**src/rtl/fpc_pkg.sv**
```systemverilog
package fpc_pkg;

    localparam int unsigned WORD_W = 32;
    localparam int unsigned CC_W   = 2;

    typedef struct packed {
        logic [WORD_W-1:0] insn;
        logic [WORD_W-1:0] addr;
    } fpc_entry_t;

    typedef enum logic [CC_W-1:0] {
        FCC_EQ = 2'b00,
        FCC_LT = 2'b01,
        FCC_GT = 2'b10,
        FCC_UN = 2'b11
    } fcc_e;

    // Compare class: op=10, op3=110101, opf[8:3]=001010
    function automatic logic is_fcmp(input logic [WORD_W-1:0] w);
        return (w[31:30] == 2'b10) && (w[24:19] == 6'b110101) &&
               (w[13:8] == 6'b001010);
    endfunction

endpackage

```
**src/rtl/fpc_insn_queue.sv**
```systemverilog
module fpc_insn_queue
    import fpc_pkg::*;
#(
    parameter int unsigned DEPTH = 2
) (
    input  logic              clk,
    input  logic              rst,
    input  logic              flush,
    input  logic [WORD_W-1:0] bus,
    input  logic              ins_stb,
    input  logic              adr_stb,
    input  logic              end_stb,
    output logic              push,
    output logic              pop,
    output logic              reject,
    output logic              busy,
    output logic              issue_valid,
    output logic [WORD_W-1:0] issue_insn,
    output logic [WORD_W-1:0] issue_addr
);
    localparam int unsigned CNT_W = $clog2(DEPTH + 1);
    localparam logic [CNT_W-1:0] FULL_CNT = CNT_W'(DEPTH);

    fpc_entry_t       slot_q [DEPTH];
    fpc_entry_t       slot_d [DEPTH];
    logic [CNT_W-1:0] cnt_q;
    logic [CNT_W-1:0] cnt_d;
    logic [CNT_W-1:0] wr_idx;
    logic [CNT_W-1:0] adr_idx;
    logic             full;
    logic             adr_we;
    logic             adr_live;
    logic             adr_bypass;

    assign busy     = (cnt_q != '0);
    assign full     = (cnt_q == FULL_CNT);
    assign pop      = end_stb && busy;
    assign push     = ins_stb && (!full || pop);
    assign reject   = ins_stb && full && !pop;
    assign adr_we   = adr_stb && !ins_stb && busy;
    // youngest entry index after this cycle's shift
    assign wr_idx   = cnt_q - CNT_W'(pop);
    assign adr_idx  = cnt_q - CNT_W'(1) - CNT_W'(pop);
    assign adr_live = !(pop && (cnt_q == CNT_W'(1)));
    assign adr_bypass = adr_we && !adr_live;

    assign cnt_d = flush ? '0 : (cnt_q + CNT_W'(push) - CNT_W'(pop));

    for (genvar g = 0; g < DEPTH; g++) begin : g_slot
        fpc_entry_t shifted;
        fpc_entry_t base;
        logic       take_insn;
        logic       take_addr;
        if (g < DEPTH - 1) begin : g_mid
            assign shifted = slot_q[g+1];
        end else begin : g_last
            assign shifted = '0;
        end
        assign base      = pop ? shifted : slot_q[g];
        assign take_insn = push && (wr_idx == CNT_W'(g));
        assign take_addr = adr_we && adr_live && (adr_idx == CNT_W'(g));
        assign slot_d[g] = '{
            insn: take_insn ? bus : base.insn,
            addr: take_insn ? '0 : (take_addr ? bus : base.addr)
        };
    end

    always_ff @(posedge clk) begin
        if (rst) begin
            cnt_q       <= '0;
            issue_valid <= 1'b0;
            issue_insn  <= '0;
            issue_addr  <= '0;
            for (int i = 0; i < DEPTH; i++) slot_q[i] <= '0;
        end else begin
            cnt_q       <= cnt_d;
            issue_valid <= pop && !flush;
            if (pop && !flush) begin
                issue_insn <= slot_q[0].insn;
                issue_addr <= adr_bypass ? bus : slot_q[0].addr;
            end
            for (int i = 0; i < DEPTH; i++) slot_q[i] <= slot_d[i];
        end
    end

endmodule

```
**src/rtl/fpc_hold_ctrl.sv**
```systemverilog
module fpc_hold_ctrl (
    input  logic clk,
    input  logic rst,
    input  logic flush,
    input  logic adr_stb,
    input  logic dep_hit,
    input  logic reject,
    input  logic pop,
    output logic hold_n
);
    logic dep_pend_q;
    logic ovf_q;
    logic dep_now;

    assign dep_now = dep_hit && (adr_stb || dep_pend_q);
    assign hold_n  = !(!flush && (dep_now || ovf_q));

    always_ff @(posedge clk) begin
        if (rst || flush) begin
            dep_pend_q <= 1'b0;
            ovf_q      <= 1'b0;
        end else begin
            dep_pend_q <= dep_now;
            if (pop)
                ovf_q <= 1'b0;
            else if (reject)
                ovf_q <= 1'b1;
        end
    end

endmodule

```
**src/rtl/fpc_exc_latch.sv**
```systemverilog
module fpc_exc_latch (
    input  logic clk,
    input  logic rst,
    input  logic busy,
    input  logic exc_det,
    input  logic exc_ack,
    output logic exc_n
);
    logic pend_q;

    always_ff @(posedge clk) begin
        if (rst)
            pend_q <= 1'b0;
        else if (exc_ack)
            pend_q <= 1'b0;
        else if (exc_det && busy)
            pend_q <= 1'b1;
    end

    assign exc_n = !pend_q;

endmodule

```
**src/rtl/fpc_cc_track.sv**
```systemverilog
module fpc_cc_track
    import fpc_pkg::*;
#(
    parameter int unsigned MAX_CMP = 4
) (
    input  logic              clk,
    input  logic              rst,
    input  logic              flush,
    input  logic              push,
    input  logic [WORD_W-1:0] bus,
    input  logic              cmp_done,
    input  logic [CC_W-1:0]   cc_in,
    output logic [CC_W-1:0]   cc_out,
    output logic              cc_valid
);
    localparam int unsigned CW = $clog2(MAX_CMP + 1);
    localparam logic [CW-1:0] CMAX = CW'(MAX_CMP);

    logic [CW-1:0] open_q;
    logic          cmp_in;
    logic          cmp_out;

    assign cmp_in  = push && is_fcmp(bus) && (open_q != CMAX);
    assign cmp_out = cmp_done && (open_q != '0);

    always_ff @(posedge clk) begin
        if (rst) begin
            open_q <= '0;
            cc_out <= FCC_EQ;
        end else begin
            open_q <= flush ? '0 : (open_q + CW'(cmp_in) - CW'(cmp_out));
            if (cmp_done) cc_out <= cc_in;
        end
    end

    assign cc_valid = (open_q == '0);

endmodule

```
**src/rtl/fpc_issue_ctrl.sv**
```systemverilog
module fpc_issue_ctrl
    import fpc_pkg::*;
#(
    parameter int unsigned DEPTH   = 2,
    parameter int unsigned MAX_CMP = DEPTH + 2
) (
    input  logic              clk,
    input  logic              rst,
    input  logic [WORD_W-1:0] f_bus,
    input  logic              ins_stb,
    input  logic              adr_stb,
    input  logic              end_stb,
    input  logic              flush,
    input  logic              dep_hit,
    input  logic              exc_det,
    input  logic              exc_ack,
    input  logic              cmp_done,
    input  logic [CC_W-1:0]   cc_in,
    output logic              hold_n,
    output logic              exc_n,
    output logic [CC_W-1:0]   cc_out,
    output logic              cc_valid,
    output logic              issue_valid,
    output logic [WORD_W-1:0] issue_insn,
    output logic [WORD_W-1:0] issue_addr
);
    logic push;
    logic pop;
    logic reject;
    logic busy;

    fpc_insn_queue #(.DEPTH(DEPTH)) u_queue (
        .clk(clk), .rst(rst), .flush(flush), .bus(f_bus),
        .ins_stb(ins_stb), .adr_stb(adr_stb), .end_stb(end_stb),
        .push(push), .pop(pop), .reject(reject), .busy(busy),
        .issue_valid(issue_valid), .issue_insn(issue_insn),
        .issue_addr(issue_addr)
    );

    fpc_hold_ctrl u_hold (
        .clk(clk), .rst(rst), .flush(flush), .adr_stb(adr_stb),
        .dep_hit(dep_hit), .reject(reject), .pop(pop), .hold_n(hold_n)
    );

    fpc_exc_latch u_exc (
        .clk(clk), .rst(rst), .busy(busy), .exc_det(exc_det),
        .exc_ack(exc_ack), .exc_n(exc_n)
    );

    fpc_cc_track #(.MAX_CMP(MAX_CMP)) u_cc (
        .clk(clk), .rst(rst), .flush(flush), .push(push), .bus(f_bus),
        .cmp_done(cmp_done), .cc_in(cc_in), .cc_out(cc_out),
        .cc_valid(cc_valid)
    );

endmodule

```
**config.mk**
```make
export PLATFORM = sky130hd
export DESIGN_NAME = fpc_issue_ctrl
export DESIGN_NICKNAME = d
export VERILOG_FILES = /design/src/rtl/fpc_pkg.sv /design/src/rtl/fpc_insn_queue.sv /design/src/rtl/fpc_hold_ctrl.sv /design/src/rtl/fpc_exc_latch.sv /design/src/rtl/fpc_cc_track.sv /design/src/rtl/fpc_issue_ctrl.sv
export SDC_FILE = /design/constraint.sdc
export NUM_CORES = 1
export LEC_CHECK = 0
export ABC_AREA = 1
export BUFFER_PORTS_ARGS = -buffer_cell sky130_fd_sc_hd__buf_2
export CAP_MARGIN = 20
export CORE_MARGIN = 4
export CORE_UTILIZATION = 62
export CTS_CLUSTER_SIZE = 12
export DETAILED_ROUTE_END_ITERATION = 8
export PLACE_DENSITY = 0.85
export SKIP_CTS_REPAIR_TIMING = 1
export SYNTH_ARGS = -nofsm -noshare
export SYNTH_HDL_FRONTEND = slang
export SYNTH_SLANG_ARGS = --single-unit
```
**constraint.sdc**
```tcl
create_clock -name clk -period 5.01 [get_ports clk]
set_input_delay 1.002 -clock clk [delete_from_list [all_inputs] [get_ports clk]]
set_output_delay 1.002 -clock clk [all_outputs]
set_load 0.05 [all_outputs]
```
After elaboration in Yosys (flattened, before gate mapping)

Memories as Yosys holds them, arrays and structs flattened.
Cells that the tools add are included.

Flip-flop bits (word level): 75
Bits in writable memories: 128
Input port bits: 44
Output and inout bits: 70
Memories: 1

$add $sub $neg: 7
Eq/ne operators: 8
Muxes and demuxes: 14
Bitwise logic cells: 2
Reduce and logical (&&, ||, !) cells: 41

Memories:

| name           | words | width | read ports | clocked after memory_dff | wr ports | RTL line             | source |
|---|---|---|---|---|---|---|---|
| u_queue.slot_q | 2     | 64    | 2          | 0                        | 2        | fpc_insn_queue.sv:24 | `fpc_entry_t slot_q [DEPTH];` |

Operators by type and width:

| operator                                                              | number |
|---|---|
| 64-bit two-way mux                                                    | 4 |
| 32-bit two-way mux                                                    | 7 |
| 1-bit logical AND                                                     | 22 |
| 1-bit logical NOT                                                     | 7 |
| 2-bit by 1-bit equality test with 1-bit output, second input constant | 3 |
| 6-bit by 4-bit equality test with 1-bit output, second input constant | 1 |
| 6-bit equality test, second input constant                            | 1 |
| 2-bit OR reduction                                                    | 3 |
| 2-bit by 1-bit subtractor with 2-bit output                           | 3 |
| 2-bit equality test, second input constant                            | 2 |
| 2-bit logical NOT                                                     | 2 |
| 1-bit logical OR                                                      | 4 |
| 3-bit by 1-bit adder with 3-bit output                                | 1 |
| 3-bit logical NOT                                                     | 1 |
| 1-bit two-way mux                                                     | 3 |
| 3-bit inequality test, second input constant                          | 1 |
| 3-bit nonzero test                                                    | 1 |
| 3-bit by 1-bit subtractor with 3-bit output                           | 1 |
| 2-bit by 1-bit adder with 2-bit output                                | 1 |
| 1-bit bitwise OR                                                      | 2 |
| 2-bit nonzero test                                                    | 1 |
| 2-bit by 1-bit subtractor with 2-bit output, second input constant    | 1 |

Depth between registers and ports, before layout

Gate-level depths: netlist (run 1).

Depth in word-level cells: 9
Depth in mapped cells: 16
Depth with buffers taken out: 12

By module

A second synthesis (run 1) with hierarchy kept.

Cells, all modules: 1278
Area total of the unflattened synthesis: 8881.0 um^2

By module, submodules not included:

| module         | instances | cells an instance | area an instance (um^2) |
|---|---|---|---|
| fpc_insn_queue | 1         | 1206              | 8423.1 |
| fpc_cc_track   | 1         | 53                | 326.6 |
| fpc_hold_ctrl  | 1         | 12                | 88.8 |
| fpc_exc_latch  | 1         | 7                 | 42.5 |

Worst setup path after synthesis (run 1)

OpenSTA, ideal clock, no wires.

Path kind: input-to-output
Start: in adr_stb
End: out hold_n
Arrival: 2331 ps
Data required time: 4008 ps
Path slack: 1677 ps
Cell stages on the path: 3
Path buffers: 0
Cell sequence: o21ai_0 -> inv_1 -> o21ai_0

Longest elaborated chain between the ends: 5

Ends and longest elaborated chain:

| element            | RTL line             | source |
|---|---|---|
| start: declaration | fpc_issue_ctrl.sv:11 | `input logic adr_stb,` |
| 1-bit logical OR   | fpc_hold_ctrl.sv:15  | `assign dep_now = dep_hit && (adr_stb \|\| dep_pend_q);` |
| 1-bit logical AND  | fpc_hold_ctrl.sv:15  |  |
| 1-bit logical OR   | fpc_hold_ctrl.sv:16  | `assign hold_n = !(!flush && (dep_now \|\| ovf_q));` |
| 1-bit logical AND  | fpc_hold_ctrl.sv:16  |  |
| 1-bit logical NOT  | fpc_hold_ctrl.sv:16  |  |
| end: declaration   | fpc_issue_ctrl.sv:19 | `output logic hold_n,` |

No other way between the ends.

==> results list, run 1 <==
- Crit path max fanout: 66
- For the pin with the worst max-slew slack, the measured transition is 1.024 ns.
* Worst setup EP type: flop
* Number of cells on the worst hold path: 2
- Headroom to the max-slew limit came out at 31.71%.
* Number of DRC markers after the initial detailed-route iteration: 1071
* CP Data Arrival Time: 3.36 ns
* Number of clock buffers inserted by TritonCTS: 22
- Antenna viol nets, final: 0
- Instance count of the mapped netlist: 1257
- Fill cell instance count of the final layout: 1167
- Top-area cell type share of the netlist area: 45.70%
* Worst-case vdd ir drop: 0.0002410 V
* Worst clock skew: 0.01882 ns
- Final setup viols: 0
- Antenna violations before repair: 1
- Via count of the first global-routing pass: 7806
- Global routing finished with a remaining overflow of 0.
* Post-synthesis cell area: 8892 um2
- Averaged over all synthesized cells, the footprint is 7.074 um2.
- In this run the most critical hold path is launched from u_queue.slot_q[0][41].
- In this run the horizontal extent of the chip is 127.8 um.
- From synthesis to final layout, the design area changed by 12.54%.
- Total vias in the final route: 8553
- Number of buffers and inverters on the critical path: 5
* Std-Cell Rows: 43
- The floorplan step set the die height to 127.8 um.
- Setup repair after global routing left no endpoint under its margin.
- The tightest hold path in the finished design has a slack of 0.4629 ns.
- Upper clock frequency limit: 0.3401 GHz
- Final period demand of the worst path: 2.940 ns
- Routed wire length: 23390 um
* Num ports: 114
- Counting distinct cell types in the post-synthesis netlist gives 29.
* Clock tree from TritonCTS: built
* Die footprint: 16320 um2
- Count of synthesis-stage warnings from yosys: 0
- Reg clk slew, reported paths: 0.06 ns
- The startpoint identified for the worst register-to-register timing path is u_queue.cnt_q[1].
* Source-to-sink clock delay at the later pin of the worst-skew pair: 0.50 ns
- Category of cells accounting for the largest share of critical-path delay: buffers and inverters
* Half-perimeter wire length after detailed placement: 13990 um
- After floorplanning, the core was sized to cover 13990 um2.
- The worst path uses 58.69% of the clock period.
- Req. time, crit path: 5.43 ns
- The setup check on the worst reg-to-reg path leaves a slack of 2.07 ns.
- Cells with a size suffix above 1 make up 13.41% of the layout.
- Lkg Pwr: 4.482 nW
* Worst min-delay path endpoint: u_queue.slot_q[0][41]
* Run status: finished clean
- Path depth of the worst reg2reg path: 12
- Setup TNS: 0 ns
- Total Nets Final: 1367
* Count of unresolved DRC violations after routing: 0
* GRT Overall Usage: 28.37%
* Longest Clk Path Bufs: 3
* Max-capacitance violation count: 0
- The first global-routing pass estimated 38650 um of wire.
- Dividing total power by cell area gives a power density of 366.9 nW/um2.
* Endpoint of the worst register-to-register path: u_queue.slot_q[0][14]
- CTS built an H-tree with a depth of 1.
- Summing the sequential cell areas from Yosys gives 45.70% of the chip area.
* Maximum number of pins on one net before global-route repair: 97
- Class of the tightest hold or removal check: flop to flop
- Synthesis inferred 203 register bits.
* Initial Util: 63.57%
* RePlAce Congestion: 0.8022
- Crit path cell chain: inv_4 > nand2_4 > nand2_4 > inv_2 > ha_1 > inv_1 > nor2_1 > nand3_2 > buf_4 > nand2_1 > buf_4 > a21oi_1
* Hold Fails Final Rpt: 0
- Setup crit start kind: flop
* Final slew viol count: 0
* Setup CP Type: flop to flop
* Largest stage delay on the critical path: 0.52 ns
- Clock tree root buffer cell: clkbuf_16
- Syn nets: 1308
- DR pass1 iterations: 5
- dfxtp_1 takes more of the synthesized area than any other cell.
- After detailed routing, the number of vias per cell comes to 5.672.
* Cell at the slowest stage of the critical path: dfxtp_1
- Routed len/inst: 15.51 um
* Number of input and output port buffers inserted: 113
- Largest cells by area after synthesis: dfxtp_1, nand2_1, nand3_1, a21oi_1, inv_1
- The clock drives 203 sinks.
final cells by class:
cell class / instances / area [um2] / share of cell area [%]
clock buffer: 33 / 661.9 / 6.614
timing repair buffer: 127 / 683.2 / 6.827
antenna: 1 / 2.502 / 0.02501
inverter: 90 / 340.3 / 3.401
multi-input combinational: 872 / 4005 / 40.02
clock inverter: 2 / 25.02 / 0.2501
tap: 180 / 225.2 / 2.251
sequential: 203 / 4064 / 40.61
power by group:
part	switching (mW)	internal, mW
registers	0.0339	1.68
logic	0.314	0.105
clock network	0.632	0.908
total	0.980	2.69
stage by stage:
stage	utilization [%]	instance area, um2	total power [mW]	setup slack [ns]	cells
3_5_place_dp	66.47	9298	2.157	1.610	1471
6_report	71.54	10010	3.672	2.070	1508
5_1_grt	71.54	10010	3.791	1.810	1508
2_1_floorplan	-	8892	2.043	1.677	1257
4_1_cts	71.38	9985	3.677	2.086	1506
3_3_place_gp	66.47	9298	2.149	1.669	1471
worst min-delay path: cells and delay by family (launching register included):
kind,cells,cell delay [ns]
flops,1,0.31
simple gates,1,0.06
compound gates,1,0.05
state kept, by name (all words and copies together), names as in the netlist:
register and cells:
u_hold.dep_pend_q 1, u_exc.pend_q 1, u_queue.issue_addr 32, u_hold.ovf_q 1
u_queue.cnt_q 2, u_cc.open_q 3, u_queue.slot_q 128, u_cc.cc_out 2
u_queue.issue_valid 1, u_queue.issue_insn 32
cells in the mapped netlist:
master,count
inv_1,81
nor3_1,3
nand2_1,366
fa_1,1
a41oi_1,1
nand4_1,2
buf_2,48
a21oi_1,131
inv_4,1
inv_2,7
nor2_8,1
nand2_4,1
clkbuf_1,27
nand3_1,166
or2_2,2
o21a_1,32
ha_1,6
nor2_2,2
buf_4,11
o21ai_0,57
dfxtp_1,203
clkinv_1,1
buf_6,5
nor4_1,3
nor2_1,81
buf_8,1
o21ai_1,12
nand2_2,3
xnor2_1,2
placed cells by master (no fill, tap or decap):
| cell type | instances |
|---|---|
| inv_4 | 1 |
| nor2_8 | 1 |
| a41oi_1 | 1 |
| o21ai_1 | 12 |
| clkinv_8 | 1 |
| nand2_2 | 2 |
| nor3_1 | 3 |
| xnor2_1 | 2 |
| ha_1 | 6 |
| o21a_1 | 32 |
| clkbuf_16 | 22 |
| inv_6 | 1 |
| nor2_2 | 3 |
| nand2_1 | 366 |
| buf_2 | 113 |
| clkbuf_8 | 7 |
| nand4_1 | 2 |
| nor2_1 | 80 |
| fa_1 | 1 |
| inv_1 | 81 |
| nand3_1 | 165 |
| inv_2 | 8 |
| buf_4 | 13 |
| dfxtp_1 | 203 |
| nand3_2 | 1 |
| diode_2 | 1 |
| buf_12 | 1 |
| clkbuf_1 | 4 |
| nor4_1 | 3 |
| a21oi_1 | 131 |
| or2_2 | 2 |
| nand2_4 | 2 |
| o21ai_0 | 57 |
cells by family (layout without fill, tap and decap cells):
kind of cell             count (synthesis)  after routing  share of synthesized area [%]
AND/OR/NAND/NOR                        630            630                          29.58
AO/OA/AOI/OAI                          233            233                          14.06
flip-flops                             203            203                          45.70
buffers and inverters                  182            252                          9.399
adder cells (fa/ha/maj)                  7              7                          1.069
XOR/XNOR                                 2              2                         0.1970
other                                    0              1                              0
worst max path at each step:
| stage | from | to | slack, ns | depth (start not counted) |
|---|---|---|---|---|
| floorplan | adr_stb | hold_n | 1.68 | 3 |
| global placement | end_stb | u_queue.slot_q[0][16] | 1.67 | 11 |
| detailed placement | end_stb | u_queue.slot_q[0][4] | 1.61 | 11 |
| CTS | u_queue.cnt_q[1] | u_queue.slot_q[0][14] | 2.09 | 12 |
| global route | u_queue.cnt_q[1] | u_queue.slot_q[0][3] | 1.81 | 12 |
| finish | u_queue.cnt_q[1] | u_queue.slot_q[0][14] | 2.07 | 12 |
per-layer routing:
metal / GRT usage (%) / share of wire (%) / wire length [um]
met5: 0 / 0 / 0
met4: 8.427 / 2.1 / 499
met3: 4.250 / 9.9 / 2324
met2: 44.95 / 46 / 10780
met1: 40.36 / 42 / 9782
(Power assumes the default switching activity.)
==> run 2, diff against run 1 <==
Settings changed: CORE_UTILIZATION 62 to 58, PLACE_DENSITY 0.85 to 0.8.
Clock period 5.01 ns to 2.85 ns, I/O delays scaled along.
==> run 2 against run 1 <==
Net effect: clock-buffer cell count is 1 higher; highest routed layer unchanged; wire length grew 0.13%; largest cell class unchanged; clock power up 75%; sequential cell count is the same.
==> results list, run 2 (synthesized netlist as in run 1, its figures left out) <==
- Via count of the first global-routing pass: 7754 (-0.67%)
* Std-Cell Rows: 44 (+2.3%)
- Area growth syn-to-layout: 13.75%
- STA classifies the critical path startpoint as a flop.
- Clock tree sinks: 203 (unchanged)
- Setup repair after global routing left no endpoint under its margin.
* Final period demand of the worst path: 2.391 ns (-0.5494 ns)
- Reg clk slew, reported paths: 0.06 ns (about the same)
- The overall via count from detail_route came to 8477 (-0.89%).
* Largest registers in the final layout: u_queue.slot_q: 128 flops, u_queue.issue_addr: 32 flops, u_queue.issue_insn: 32 flops
- The number of flip-flops in the largest register was 128 (unchanged).
- Maximum number of pins on one net before global-route repair: 67 (-31%)
- The number of cells after detailed placement is 1488 (+1.2%).
* Worst-margin pin slew: 0.7165 ns (-0.3078 ns)
- Worst setup EP type: flop
* Power per unit of standard cell area: 638.6 nW/um2 (+74%)
* Most frequent cells in the layout: nand2_1, dfxtp_1, nand3_1
* Grt total ovfl: 0 (unchanged)
- Final worst-path cycle share: 83.90% (+25 points)
- The required time of the critical path came to 3.24 ns (-2.19 ns).
* RePlAce Congestion: 0.8468 (+5.6%)
- The count of max-cap constraint violations came to 0 (unchanged).
* Half-perimeter wire length after detailed placement: 14750 um (+5.4%)
* Crit path max fanout: 61 (-7.6%)
* Setup TNS: 0 ns (unchanged)
* Count of unresolved DRC violations after routing: 0 (unchanged)
* Final slew viol count: 0 (unchanged)
- Final setup viols: 0 (unchanged)
- Largest register by flop count: u_queue.slot_q
- Antenna violations before repair: 0 (-1)
- CTS placed an instance of clkbuf_16 at the clock tree root.
- Core occupancy in the finished layout: 68.55% (-3.0 points)
- Lkg Pwr: 4.541 nW (+1.3%)
- Antenna viol nets, final: 0 (unchanged)
- The maximum buffer depth of the clock tree is 3 (unchanged).
- The starting utilization of the core area came to 60.27% (-3.3 points).
* Setup CP Type: flop to flop
- Num ports: 114 (unchanged)
- Leaving out fill and tap cells, the most frequent cell in the layout is nand2_1.
- Hold_ws: 0.2257 ns (-0.2372 ns)
* Vias per Instance: 5.555 (-2.1%)
- The fmax is 0.4182 GHz (+23%).
- The clock buffer count from CTS came to 22 (unchanged).
* Routed wire length: 23420 um (+0.13%)
* Source-to-sink clock delay at the later pin of the worst-skew pair: 0.50 ns (about the same)
* Class of the tightest hold or removal check: input port to flop
- The first-pass GRT wire length came to 38810 um (+0.39%).
- Width of the chip: 131.8 um (+3.2%)
* Routed len/inst: 15.35 um (-1.0%)
- The count of TritonRoute iterations in the first routing pass was 5 (unchanged).
* Number of DRC markers after the initial detailed-route iteration: 877 (-18%)
- Clock tree from TritonCTS: built
- CP Data Arrival Time: 2.78 ns (-0.58 ns)
* Total Nets Final: 1379 (+0.88%)
* Worst clock skew: 0.007758 ns (-0.01106 ns)
- The flow ran to the end, and the final reports show no timing, DRC or antenna violations.
- The slack of the critical path is 0.4589 ns (-1.611 ns).
- The post-placement setup slack came to 0.3870 ns (-1.223 ns).
- The maximum VDD drop is 0.0003990 V (+66%).
* Die footprint: 17380 um2 (+6.5%)
* Share of post-route cells with drive strength above 1: 14.24% (+0.83 points)
- Area of the placeable core: 14750 um2 (+5.5%)
* Hold Fails Final Rpt: 0 (unchanged)
- # H-tree levels: 1 (unchanged)
* Final cell count without fillers: 1526 (+1.2%)
- The worst relative slew slack was 52.23% (+21 points).
- Number of input and output port buffers inserted: 113 (unchanged)
* GRT Overall Usage: 26.15% (-2.2 points)
- The die outline height came to 131.8 um (+3.2%).
[run 2: cell count changes in the layout (fill, tap and decap cells not counted), moves of 2 or more]
cell      change
clkbuf_1      +2
clkinv_2      +3
clkbuf_8      -2
buf_4        +11
[run 2: layer usage]
metal | GRT usage (%) | wire, um | part of all wire (%)
met1 | 37.05 | 10460 | 45
met2 | 41.29 | 10480 | 45
met3 | 4.466 | 2032 | 8.7
met4 | 7.526 | 447 | 1.9
met5 | 0 | 0 | 0
[run 2: stage by stage]
step	power [mW]	area, um2
6_report	6.460	10110
5_1_grt	6.688	10110
4_1_cts	6.477	10110
3_5_place_dp	3.815	9430
3_3_place_gp	3.799	9430
2_1_floorplan	3.591	8897
[run 2: worst paths after layout]
kind / start / end / slack [ns] / cells after the start
worst max-delay path: u_queue.cnt_q[1] / u_queue.issue_insn[19] / 0.46 / 8
worst min-delay path: exc_ack / u_exc.pend_q / 0.23 / 2
worst max register to register: u_queue.cnt_q[1] / u_queue.issue_insn[19] / 0.46 / 8
worst min register to register: u_queue.slot_q[0][55] / u_queue.slot_q[0][55] / 0.46 / 2
[run 2: report_power, final]
group	switching, mW	leakage (nW)	internal (mW)
Combinational	0.554	2.56	0.205
Sequential	0.0580	1.65	2.95
Clock	1.09	0.338	1.60
[run 2: area by class of cell]
| class | instances | area [um2] |
|---|---|---|
| clock inverters | 3 | 15.01 |
| flip-flops and latches | 203 | 4064 |
| inverters | 90 | 340.3 |
| diodes | 1 | 2.502 |
| clock buffers | 34 | 666.9 |
| well taps | 184 | 230.2 |
| repair buffers | 139 | 785.8 |
| multi-input cells | 872 | 4010 |
| fillers | 1312 | 4639 |
[run 2: worst max-delay path: stages, from the launching register on]
cell and delay [ns]:
dfxtp_1 0.52, inv_4 0.09, nand2_4 0.10, nand2_4 0.06, buf_4 0.33, nor2_8 0.50, inv_2 0.36, nor2_1 0.23
nor2_1 0.08
==> run 3, diff against run 2 <==
Clock period 2.85 ns to 2.2 ns, I/O delays scaled along.
==> run 3 against run 2 <==
Net effect: clock power rose by 27%; hold slack worse by 0.12 ns; power grew 29%; combinational power is 33% higher; first-iteration DRC count is 1.8% higher; design area grew 2.4%; via count rose by 0.39%; sequential share of layout area decreased by 0.92 points.
==> results list, run 3 (synthesized netlist as in run 1, its figures left out) <==
- Setup slack after layout: 0.1059 ns (-0.3530 ns)
- Global-route wire length before repair: 38300 um (-1.3%)
- The number of H-tree branching levels came to 1 (unchanged).
- The insertion delay to the later sink of the worst-skew pair came to 0.50 ns (about the same).
- Area of the placeable core: 14750 um2 (unchanged)
- Max-Slew Margin vs Limit: 51.43% (-0.80 points)
- The die extent in x was 131.8 um (unchanged).
- Final period demand of the worst path: 2.094 ns (-0.2970 ns)
- The count of TritonRoute iterations in the first routing pass was 5 (unchanged).
- Area growth syn-to-layout: 16.49%
- The number of global-route vias before repair was 7554 (-2.6%).
- Max-capacitance violation count: 0 (unchanged)
- Worst clock skew: 0.007545 ns (-0.0002131 ns)
- Crit path max fanout: 4 (-93%)
- The final cell area excluding filler cells was 10360 um2 (+2.4%).
- Launching instance or port of the critical path: u_cc.open_q[1]
- Power per unit of standard cell area: 804.0 nW/um2 (+26%)
- Antenna viol nets, final: 0 (unchanged)
* Total vias in the final route: 8510 (+0.39%)
- Number of cells on the worst hold path: 2 (unchanged)
* Beginning of the worst hold path: exc_ack
- TritonCTS built the clock tree.
* Share of post-route cells with drive strength above 1: 16.03% (+1.8 points)
- The worst hold path belongs to the class input port to flop.
* Vias per Instance: 5.512 (-0.78%)
* Launch point of the worst reg-to-reg path: u_cc.open_q[1]
- Worst min-delay path endpoint: u_exc.pend_q
- The number of sinks handled by clock tree synthesis came to 203 (unchanged).
- The layout net count is 1401 (+1.6%).
- Worst-case vdd ir drop: 0.0006729 V (+69%)
* CP Data Arrival Time: 2.51 ns (-0.27 ns)
- Half-perimeter wire length after detailed placement: 15160 um (+2.8%)
- The number of setup violations in the final report came to 0 (unchanged).
- Std-Cell Rows: 44 (unchanged)
- The number of remaining DRC errors is 0 (unchanged).
- The detailed-route wire length is 23640 um (+0.94%).
- Worst setup EP type: flop
* Largest registers in the final layout: u_queue.slot_q: 128 flops, u_queue.issue_addr: 32 flops, u_queue.issue_insn: 32 flops
- The post-place instance area is 9686 um2 (+2.7%).
* GRT Overall Usage: 25.90% (-0.25 points)
* Req. time, crit path: 2.62 ns (-0.62 ns)
- Hold Fails Final Rpt: 0 (unchanged)
- The top-level I/O count is 114 (unchanged).
* Most common cell after layout, fill and taps aside: nand2_1
* Setup CP Type: flop to flop
- The clock buffer count from CTS came to 22 (unchanged).
- Number of input and output port buffers inserted: 113 (unchanged)
* Final slew viol count: 0 (unchanged)
- Antenna Cells: 0 (-1)
* Setup repair after global routing missed its margin: false
- The leakage power was 4.661 nW (+2.7%).
* Clock tree root buffer cell: clkbuf_16
- The actual transition at the worst max-transition pin was 0.7286 ns (+0.01202 ns).
* Routed len/inst: 15.31 um (-0.24%)
* Most frequent cells in the layout: nand2_1, dfxtp_1, nand3_1
* Height of the die: 131.8 um (unchanged)
- Reg clk slew, reported paths: 0.06 ns (about the same)
- The number of cell instances on the worst register-to-register path was 9 (+1).
- The fmax came to 0.4775 GHz (+14%).
* Run status: finished clean
* Fill cell instance count of the final layout: 1264 (-3.7%)
- The area enclosed by the die boundary was 17380 um2 (unchanged).
- Endpoint of the worst register-to-register path: u_cc.open_q[2]
- Flip-flop count of the largest register, all copies and words added: 128 (unchanged)
- The ratio of final minimum period to clock period came to 95.18% (+11 points).
- Antenna violations before repair: 0 (unchanged)
- RePlAce Congestion: 0.8641 (+2.0%)
* Grt total ovfl: 0 (unchanged)
- Number of DRC markers after the initial detailed-route iteration: 893 (+1.8%)
* Worst reg-to-reg setup slack: 0.11 ns (-0.35 ns)
* Setup crit start kind: flop
- Initial Util: 60.27% (unchanged)
* Post-placement worst setup slack: -0.07846 ns (-0.4655 ns)
- The maximum buffer depth of the clock tree came to 3 (unchanged).
* Largest register by flop count: u_queue.slot_q
* Maximum number of pins on one net before global-route repair: 71 (+6.0%)
-- run 3: changes by cell type in the layout (fill, tap and decap cells not counted), sizes merged --
cell and delta:
buf +22, clkbuf -3, clkinv -1, clkinvlp +1, diode -1
-- run 3: routing by layer --
| metal | routed length [um] | global-route usage, % |
|---|---|---|
| met1 | 10590 | 37.46 |
| met2 | 10910 | 41.26 |
| met3 | 1725 | 3.282 |
| met4 | 415 | 6.651 |
| met5 | 0 | 0 |
-- run 3: report_power, final --
group | internal [mW] | switching, mW
clock network | 1.99 | 1.41
registers | 3.82 | 0.0856
logic | 0.291 | 0.721
total | 6.11 | 2.22
-- run 3: worst max path at each step --
| stage | cells after the start | slack [ns] | end |
|---|---|---|---|
| 2_1_floorplan | 9 | -0.04 | u_cc.open_q[2] |
| 3_3_place_gp | 10 | -0.02 | u_cc.open_q[2] |
| 3_5_place_dp | 10 | -0.08 | u_cc.open_q[2] |
| 4_1_cts | 11 | 0.07 | u_cc.open_q[2] |
| 5_1_grt | 11 | 0.006 | u_queue.slot_q[0][60] |
| 6_report | 9 | 0.11 | u_cc.open_q[2] |
-- run 3: worst max-delay path, cell delays in order (launching register included) --
cell	delay (ns)
dfxtp_1	0.46
nor3_4	0.07
nor2_1	0.19
ha_1	0.27
inv_1	0.07
ha_2	0.18
inv_2	0.05
fa_2	0.38
or2_4	0.22
a21oi_1	0.14
-- run 3: through the flow --
stage	setup TNS [ns]	utilization, %	hold WS (ns)	std cells	power, mW
after global placement	-0.01856	65.65	0.4532	1510	4.960
after floorplan	-0.03637	-	0.4437	1257	4.652
final	0	70.21	0.1053	1544	8.328
after global routing	0	70.21	0.09863	1544	8.639
after detailed placement	-0.07846	65.65	0.4562	1510	4.978
after CTS	0	70.10	0.08994	1544	8.356
-- run 3: layout make-up --
type | count | area [um2] | area share, %
inverter | 90 | 342.8 | 3.310
clock buffer | 31 | 635.6 | 6.136
tap | 184 | 230.2 | 2.222
timing repair buffer | 161 | 1033 | 9.977
multi-input combinational | 872 | 4029 | 38.89
clock inverter | 3 | 21.27 | 0.2053
sequential | 203 | 4066 | 39.26
